--- config.mk ---
export PLATFORM = sky130hd
export DESIGN_NAME = irq_ring_arbiter
export DESIGN_NICKNAME = d
export VERILOG_FILES = /design/src/rtl/irq_ring_pkg.sv /design/src/rtl/irq_req_latch.sv /design/src/rtl/irq_ring_pick.sv /design/src/rtl/irq_eoi_ctl.sv /design/src/rtl/irq_ring_arbiter.sv
export SDC_FILE = /design/constraint.sdc
export NUM_CORES = 1
export LEC_CHECK = 0
export ABC_AREA = 0
export BUFFER_PORTS_ARGS = -buffer_cell sky130_fd_sc_hd__buf_2
export CAP_MARGIN = 20
export CORE_ASPECT_RATIO = 1.2
export CORE_MARGIN = 8
export CORE_UTILIZATION = 56
export DETAILED_ROUTE_END_ITERATION = 12
export GPL_ROUTABILITY_DRIVEN = 0
export GPL_TIMING_DRIVEN = 0
export PLACE_DENSITY = 0.79
export SYNTH_ARGS = -nofsm -noshare
export SYNTH_HDL_FRONTEND = slang
export SYNTH_SLANG_ARGS = --single-unit
export TNS_END_PERCENT = 10
--- constraint.sdc ---
create_clock -name clk_i -period 5.2 [get_ports clk_i]
set_input_delay 0.26 -clock clk_i [delete_from_list [all_inputs] [get_ports clk_i]]
set_output_delay 0.26 -clock clk_i [all_outputs]
set_load 0.1 [all_outputs]
--- src/rtl/irq_ring_pkg.sv ---
package irq_ring_pkg;

   // Command operation codes carried on cmd_op_i
   typedef enum logic [2:0] {
      OP_NOP         = 3'd0,
      OP_EOI_NS      = 3'd1,
      OP_EOI_SP      = 3'd2,
      OP_ROT_NS      = 3'd3,
      OP_ROT_SP      = 3'd4,
      OP_SET_PRI     = 3'd5,
      OP_AUTOROT_ON  = 3'd6,
      OP_AUTOROT_OFF = 3'd7
   } eoi_op_e;

   localparam int unsigned POLL_W = 8;

endpackage

--- src/rtl/irq_req_latch.sv ---
module irq_req_latch #(
   parameter int unsigned NUM_LVL = 8
) (
   input  logic               clk_i,
   input  logic               rst_ni,
   input  logic               level_mode_i,
   input  logic [NUM_LVL-1:0] req_i,
   input  logic [NUM_LVL-1:0] clr_i,
   output logic [NUM_LVL-1:0] irr_o
);

   logic [NUM_LVL-1:0] req_q;
   logic [NUM_LVL-1:0] irr_q;

   always_ff @(posedge clk_i or negedge rst_ni) begin
      if (!rst_ni) req_q <= '0;
      else         req_q <= req_i;
   end

   for (genvar b = 0; b < NUM_LVL; b++) begin : g_bit
      logic hit;

      // level capture follows the pin; edge capture holds until acknowledged
      assign hit = level_mode_i ? req_i[b] : (irr_q[b] | (req_i[b] & ~req_q[b]));

      always_ff @(posedge clk_i or negedge rst_ni) begin
         if (!rst_ni) irr_q[b] <= 1'b0;
         else         irr_q[b] <= hit & ~clr_i[b];
      end

      assert_edge_hold_R2 : assert property (@(posedge clk_i) disable iff (!rst_ni)
         (!level_mode_i && irr_q[b] && !clr_i[b]) |=> irr_q[b]);

      assert_level_follow_R3 : assert property (@(posedge clk_i) disable iff (!rst_ni)
         (level_mode_i && !clr_i[b]) |=> (irr_q[b] == $past(req_i[b])));
   end

   assign irr_o = irr_q;

endmodule

--- src/rtl/irq_ring_pick.sv ---
module irq_ring_pick #(
   parameter  int unsigned NUM_LVL = 8,
   localparam int unsigned LVL_W   = $clog2(NUM_LVL)
) (
   input  logic [NUM_LVL-1:0] vec_i,
   input  logic [LVL_W-1:0]   low_i,
   output logic               found_o,
   output logic [LVL_W-1:0]   lvl_o,
   output logic [LVL_W-1:0]   rank_o
);

   // rot[k] is the level of rank k; rank 0 sits just after the lowest level
   logic [NUM_LVL-1:0] rot;

   for (genvar k = 0; k < NUM_LVL; k++) begin : g_rot
      localparam logic [LVL_W-1:0] OFS = LVL_W'(k + 1);
      logic [LVL_W-1:0] src;
      assign src    = low_i + OFS;
      assign rot[k] = vec_i[src];
   end

   always_comb begin
      rank_o  = '0;
      found_o = 1'b0;
      for (int k = NUM_LVL - 1; k >= 0; k--) begin
         if (rot[k]) begin
            rank_o  = LVL_W'(k);
            found_o = 1'b1;
         end
      end
   end

   assign lvl_o = low_i + rank_o + LVL_W'(1);

endmodule

--- src/rtl/irq_eoi_ctl.sv ---
module irq_eoi_ctl
   import irq_ring_pkg::*;
#(
   parameter  int unsigned NUM_LVL = 8,
   localparam int unsigned LVL_W   = $clog2(NUM_LVL)
) (
   input  logic               clk_i,
   input  logic               rst_ni,
   input  logic               cmd_valid_i,
   input  logic [2:0]         cmd_op_i,
   input  logic [LVL_W-1:0]   cmd_lvl_i,
   input  logic [NUM_LVL-1:0] set_i,
   input  logic               ack_clr_i,
   input  logic               top_found_i,
   input  logic [LVL_W-1:0]   top_lvl_i,
   output logic [NUM_LVL-1:0] isr_o,
   output logic [LVL_W-1:0]   low_o
);

   eoi_op_e            op;
   logic [NUM_LVL-1:0] isr_q, clr, top_oh, lvl_oh;
   logic [LVL_W-1:0]   low_q, low_d;
   logic               autorot_q, auto_fire;

   assign op        = eoi_op_e'(cmd_op_i);
   assign top_oh    = top_found_i ? (NUM_LVL'(1) << top_lvl_i) : '0;
   assign lvl_oh    = NUM_LVL'(1) << cmd_lvl_i;
   assign auto_fire = ack_clr_i && autorot_q && top_found_i;

   // automatic retirement first; an explicit command overrides the ring update
   always_comb begin
      clr   = auto_fire ? top_oh : '0;
      low_d = auto_fire ? top_lvl_i : low_q;
      if (cmd_valid_i) begin
         case (op)
            OP_EOI_NS:  clr = clr | top_oh;
            OP_EOI_SP:  clr = clr | lvl_oh;
            OP_ROT_NS: begin
               clr = clr | top_oh;
               if (top_found_i) low_d = top_lvl_i;
            end
            OP_ROT_SP: begin
               clr   = clr | lvl_oh;
               low_d = cmd_lvl_i;
            end
            OP_SET_PRI: low_d = cmd_lvl_i;
            default: ;
         endcase
      end
   end

   always_ff @(posedge clk_i or negedge rst_ni) begin
      if (!rst_ni) begin
         isr_q     <= '0;
         low_q     <= LVL_W'(NUM_LVL - 1);
         autorot_q <= 1'b0;
      end else begin
         isr_q <= (isr_q & ~clr) | set_i;
         low_q <= low_d;
         if (cmd_valid_i && op == OP_AUTOROT_ON)  autorot_q <= 1'b1;
         if (cmd_valid_i && op == OP_AUTOROT_OFF) autorot_q <= 1'b0;
      end
   end

   assign isr_o = isr_q;
   assign low_o = low_q;

   assert_spec_eoi_R8 : assert property (@(posedge clk_i) disable iff (!rst_ni)
      (cmd_valid_i && op == OP_EOI_SP && set_i == '0) |=> ((isr_q & $past(lvl_oh)) == '0));

   assert_rot_ns_R9 : assert property (@(posedge clk_i) disable iff (!rst_ni)
      (cmd_valid_i && op == OP_ROT_NS && top_found_i) |=> (low_q == $past(top_lvl_i)));

   assert_set_low_R10 : assert property (@(posedge clk_i) disable iff (!rst_ni)
      (cmd_valid_i && (op == OP_SET_PRI || op == OP_ROT_SP)) |=> (low_q == $past(cmd_lvl_i)));

   assert_setpri_keeps_isr_R10 : assert property (@(posedge clk_i) disable iff (!rst_ni)
      (cmd_valid_i && op == OP_SET_PRI && set_i == '0 && !ack_clr_i) |=> (isr_q == $past(isr_q)));

   assert_autorot_R11 : assert property (@(posedge clk_i) disable iff (!rst_ni)
      (autorot_q && ack_clr_i && top_found_i && !cmd_valid_i) |=> (low_q == $past(top_lvl_i)));

endmodule

--- src/rtl/irq_ring_arbiter.sv ---
module irq_ring_arbiter
   import irq_ring_pkg::*;
#(
   parameter  int unsigned NUM_LVL = 8,
   localparam int unsigned LVL_W   = $clog2(NUM_LVL)
) (
   input  logic               clk_i,
   input  logic               rst_ni,
   input  logic [NUM_LVL-1:0] req_i,
   input  logic               level_mode_i,
   input  logic               mask_we_i,
   input  logic [NUM_LVL-1:0] mask_i,
   input  logic               cmd_valid_i,
   input  logic [2:0]         cmd_op_i,
   input  logic [LVL_W-1:0]   cmd_lvl_i,
   input  logic               special_mask_i,
   input  logic               poll_mode_i,
   input  logic               poll_rd_i,
   input  logic               ack_set_i,
   input  logic               ack_clr_i,
   output logic               irq_o,
   output logic [LVL_W-1:0]   win_lvl_o,
   output logic [POLL_W-1:0]  poll_word_o,
   output logic [NUM_LVL-1:0] irr_o,
   output logic [NUM_LVL-1:0] isr_o,
   output logic [NUM_LVL-1:0] imr_o,
   output logic [LVL_W-1:0]   low_lvl_o
);

   if (NUM_LVL < 2 || (NUM_LVL & (NUM_LVL - 1)) != 0 || LVL_W >= POLL_W) begin : g_bad_cfg
      $error("irq_ring_arbiter: NUM_LVL must be a power of two between 2 and 128");
   end

   logic [NUM_LVL-1:0] imr_q, cand, set_oh, win_oh;
   logic               c_found, s_found, grant_ok, take;
   logic [LVL_W-1:0]   c_lvl, c_rank, s_lvl, s_rank;

   always_ff @(posedge clk_i or negedge rst_ni) begin
      if (!rst_ni)        imr_q <= '0;
      else if (mask_we_i) imr_q <= mask_i;
   end

   irq_req_latch #(.NUM_LVL(NUM_LVL)) u_req (
      .clk_i        (clk_i),
      .rst_ni       (rst_ni),
      .level_mode_i (level_mode_i),
      .req_i        (req_i),
      .clr_i        (set_oh),
      .irr_o        (irr_o)
   );

   // special mask mode drops in-service levels from the candidate set instead of ranking against them
   assign cand = special_mask_i ? (irr_o & ~imr_q & ~isr_o) : (irr_o & ~imr_q);

   irq_ring_pick #(.NUM_LVL(NUM_LVL)) u_pick_req (
      .vec_i   (cand),
      .low_i   (low_lvl_o),
      .found_o (c_found),
      .lvl_o   (c_lvl),
      .rank_o  (c_rank)
   );

   irq_ring_pick #(.NUM_LVL(NUM_LVL)) u_pick_isr (
      .vec_i   (isr_o),
      .low_i   (low_lvl_o),
      .found_o (s_found),
      .lvl_o   (s_lvl),
      .rank_o  (s_rank)
   );

   assign grant_ok  = c_found && (special_mask_i || !s_found || (c_rank < s_rank));
   assign take      = (ack_set_i || poll_rd_i) && grant_ok;
   assign set_oh    = take ? (NUM_LVL'(1) << c_lvl) : '0;
   assign irq_o     = grant_ok && !poll_mode_i;
   assign win_lvl_o = grant_ok ? c_lvl : '0;
   assign win_oh    = NUM_LVL'(1) << win_lvl_o;
   assign imr_o     = imr_q;

   always_comb begin
      poll_word_o = '0;
      poll_word_o[POLL_W-1] = grant_ok;
      if (grant_ok) poll_word_o[LVL_W-1:0] = c_lvl;
   end

   irq_eoi_ctl #(.NUM_LVL(NUM_LVL)) u_eoi (
      .clk_i       (clk_i),
      .rst_ni      (rst_ni),
      .cmd_valid_i (cmd_valid_i),
      .cmd_op_i    (cmd_op_i),
      .cmd_lvl_i   (cmd_lvl_i),
      .set_i       (set_oh),
      .ack_clr_i   (ack_clr_i),
      .top_found_i (s_found),
      .top_lvl_i   (s_lvl),
      .isr_o       (isr_o),
      .low_o       (low_lvl_o)
   );

   assert_irq_unmasked_R4 : assert property (@(posedge clk_i) disable iff (!rst_ni)
      irq_o |-> (((win_oh & imr_q) == '0) && ((win_oh & irr_o) != '0)));

   assert_irq_not_in_service_R5 : assert property (@(posedge clk_i) disable iff (!rst_ni)
      irq_o |-> ((win_oh & isr_o) == '0));

   assert_ack_sets_isr_R6 : assert property (@(posedge clk_i) disable iff (!rst_ni)
      (take && !cmd_valid_i && !ack_clr_i) |=> ((isr_o & $past(set_oh)) != '0));

   assert_ack_clears_irr_R6 : assert property (@(posedge clk_i) disable iff (!rst_ni)
      take |=> ((irr_o & $past(set_oh)) == '0));

   assert_poll_reports_request_R13 : assert property (@(posedge clk_i) disable iff (!rst_ni)
      poll_word_o[POLL_W-1] |-> ((irr_o & win_oh) != '0));

endmodule

==> flow_metrics.env <==
export IMPL_syn_area_per_cell_um2=9.17
export IMPL_antenna_cells=0
export IMPL_grt_pass1_vias=3409
export IMPL_fin_ws_ns=0.125
export IMPL_fmax_mhz=197
export IMPL_cts_root_buf="clkbuf_8"
export IMPL_finalCriticalPeriod_ns=5.07
export IMPL_path_max_fanout=10
export IMPL_endpoint_kind="output port"
export IMPL_cp_cell_sequence="buf_12 -> clkinvlp_4 -> ha_1 -> buf_6 -> mux2_2 -> mux4_2 -> or2_2 -> a211oi_1 -> o21ai_0 -> ha_1 -> o21ai_0 -> a21oi_2 -> o311a_4 -> buf_6 -> nor2_1 -> buf_4 -> buf_4"
export IMPL_reg2reg_to="u_eoi.isr_o[6]$_DFF_PN0_"
export IMPL_track_usage_pct=22.9
export IMPL_yosysTopAreaCell="dfrtp_1"
export IMPL_status="finished clean"
export IMPL_grt_pass1_wl_um=16200
export IMPL_hold_viol=0
export IMPL_crit_slowest_cell="dfstp_4"
export IMPL_fin_skew_ns=0.00655
export IMPL_drc_errors=0
export IMPL_drive_above_1_share_pct=33.3
export IMPL_nNetsFinal=501
export IMPL_grt_max_degree=37
export IMPL_antenna_left=0
export IMPL_rrSetupSlack_ns=0.50
export IMPL_synth_top_cells_by_count="nand2_1, dfrtp_1, o21ai_0"
export IMPL_viasPerCell=6.24
export IMPL_syn2layout_area_growth_pct=21.0
export IMPL_die_h_um=103
export IMPL_synth_area_leaders="dfrtp_1, mux4_2, mux2_2, nand2_1, o21ai_0"
export IMPL_worst_slew_pin_slew_ns=0.813
export IMPL_path_clk_slew_ns=0.07
export IMPL_placedInstanceArea_mm2=0.00400
export IMPL_pre_cts_slack_ns=-0.210
export IMPL_maxCapViolations=0
export IMPL_syn_area_mm2=0.00350
export IMPL_wl_um=10200
export IMPL_cts_htree_levels=2
export IMPL_hold_class="input port to asynchronous set/reset pin"
export IMPL_async_flop_share_pct=100
export IMPL_grt_ovfl_total=0
export IMPL_rsz0062_at_grt="no"
export IMPL_synth_cell_type_count=68
export IMPL_fin_area_mm2=0.00424
export IMPL_drtIter0Drc=268
export IMPL_ys_warn_count=0
export IMPL_yosysTopAreaCellShare_pct=23.6
export IMPL_dieWidth_um=88.2
export IMPL_numClockSinks=36
export IMPL_core_area_mm2=0.00605
export IMPL_cts_hold_buf=0
export IMPL_max_stage_delay_ns=0.67
export IMPL_pin_count=71
export IMPL_cts_tree="built"
export IMPL_timing_final_crit_share_pct=97.6
export IMPL_fillers=523
export IMPL_dp_hpwl_um=7980
export IMPL_rows=31
export IMPL_setup_violations=0
export IMPL_slew_headroom_pct=45.8
export IMPL_fin_cells=544
export IMPL_dr_pass1_iters=4
export IMPL_yosysSeqAreaShare_pct=25.8
export IMPL_die_area_mm2=0.00906
export IMPL_routedWlPerCell_um=18.8
export IMPL_synthFlopType="dfrtp_1"
export IMPL_r2r_start="u_eoi.low_o[0]$_DFF_PN1_"
export IMPL_slew_violations=0
export IMPL_yosys_register_bits=36
export IMPL_antenna_found_initial=0
export IMPL_reg2regPathDepth=17
export IMPL_synthCells=382
export IMPL_worstSetupStartpointType="flop"
export IMPL_port_buffers=64
export IMPL_crit_type="flop to output port"
export IMPL_synth_most_common_cell="nand2_1"
export IMPL_required_ns=4.94
export IMPL_dp_cells=531
export IMPL_clk_path_buf_depth=2
export IMPL_initial_utilization_pct=57.9
export IMPL_num_vias=3395
export IMPL_cts_inserted_buffers=5
export IMPL_crit_arrival_ns=4.81
export IMPL_worstSkewPairLatency_ns=0.30
export IMPL_synth_edf_count=0
critical path, delay by kind of cell (launching register included):
kind	cells	cell delay, ns
DFF	1	0.67
muxes	2	0.86
adders and majority gates	2	0.66
and+or+nand+nor	2	0.39
AOI/OAI and AO/OA	5	0.95
buffers and inverters	6	0.97
flip-flops by register name (all words and copies together) (netlist names):
name / count
imr_o: 8
u_eoi.isr_o: 8
u_eoi.low_o: 3
u_eoi.autorot_q: 1
u_req.req_q: 8
u_req.irr_o: 8
cell usage in the layout, fill, tap and decap left out, types with 6 or more instances in the layout:
cell type / count
mux2i_1: 8
nand3_1: 10
buf_2: 63
dfrtp_1: 33
buf_6: 7
nand2b_1: 15
mux4_2: 15
inv_1: 18
nand2_1: 38
and2_1: 10
buf_4: 15
mux2_2: 19
a32oi_1: 10
o31ai_1: 9
o21ai_0: 20
ha_1: 6
a21oi_1: 10
o211ai_1: 6
nor2_1: 19
nor2b_1: 11
o221ai_1: 7
layer usage:
metal | share of wire (%) | wire [um] | vias up | global-route usage, %
li1 | - | - | 1602 | -
met1 | 39 | 4030 | 1641 | 26.6
met2 | 53 | 5380 | 132 | 39.0
met3 | 6.0 | 610 | 20 | 4.39
met4 | 2.0 | 201 | 0 | 11.5
met5 | 0 | 0 | - | 0
logic make-up (layout without fill, tap and decap cells):
| kind of cell | count (synthesis) | count (layout) | share of synthesized area (%) |
|---|---|---|---|
| other cells | 1 | 4 | 0.107 |
| xor+xnor | 6 | 6 | 1.50 |
| simple gates | 144 | 144 | 22.6 |
| mux | 45 | 45 | 19.7 |
| buf+inv | 44 | 121 | 6.39 |
| fa+ha+maj | 8 | 8 | 3.28 |
| flops | 36 | 36 | 25.8 |
| compound gates | 98 | 98 | 20.6 |
through the flow:
step | utilization [%] | hold WS [ns] | TNS (ns)
after detailed placement | 66.1 | 0.383 | -0.326
after CTS | 68.7 | 0.0713 | -0.224
after floorplan | - | -0.0356 | -0.672
after global placement | 66.1 | 0.381 | -0.0636
final | 70.1 | 0.0461 | 0
after global routing | 70.1 | 0.0665 | 0
cell type report:
type                       count  area, um2  share of cell area (%)
buffer                        24        171                    4.04
clock inverter                 2       35.0                   0.826
multi-input combinational    305       2450                    57.8
timing repair buffer          69        414                    9.77
inverter                      20       81.3                    1.92
tap                           82        103                    2.42
clock buffer                   6       72.6                    1.71
sequential                    36        912                    21.5
worst max-delay path by stage:
stage,startpoint,to,cells past startpoint
final,u_eoi.low_o[0]$_DFF_PN1_,poll_word_o[7],17
after global routing,u_eoi.low_o[0]$_DFF_PN1_,poll_word_o[7],17
after floorplan,u_eoi.low_o[0]$_DFF_PN1_,win_lvl_o[1],16
after global placement,u_eoi.low_o[0]$_DFF_PN1_,win_lvl_o[2],16
after CTS,u_eoi.low_o[0]$_DFF_PN1_,poll_word_o[7],17
after detailed placement,u_eoi.low_o[0]$_DFF_PN1_,win_lvl_o[2],16
what timing repair did:
action / 4_1_cts / 5_1_grt
endpoints found under the hold margin: 0 / 0
setup endpoints to repair: 8 / 8
resized for setup: 16 / 13
setup buffers: 0 / 5
Power is left out: the tool's default activity adds up to more than one toggle a clock period on the data nets, which glitch-free logic cannot reach.
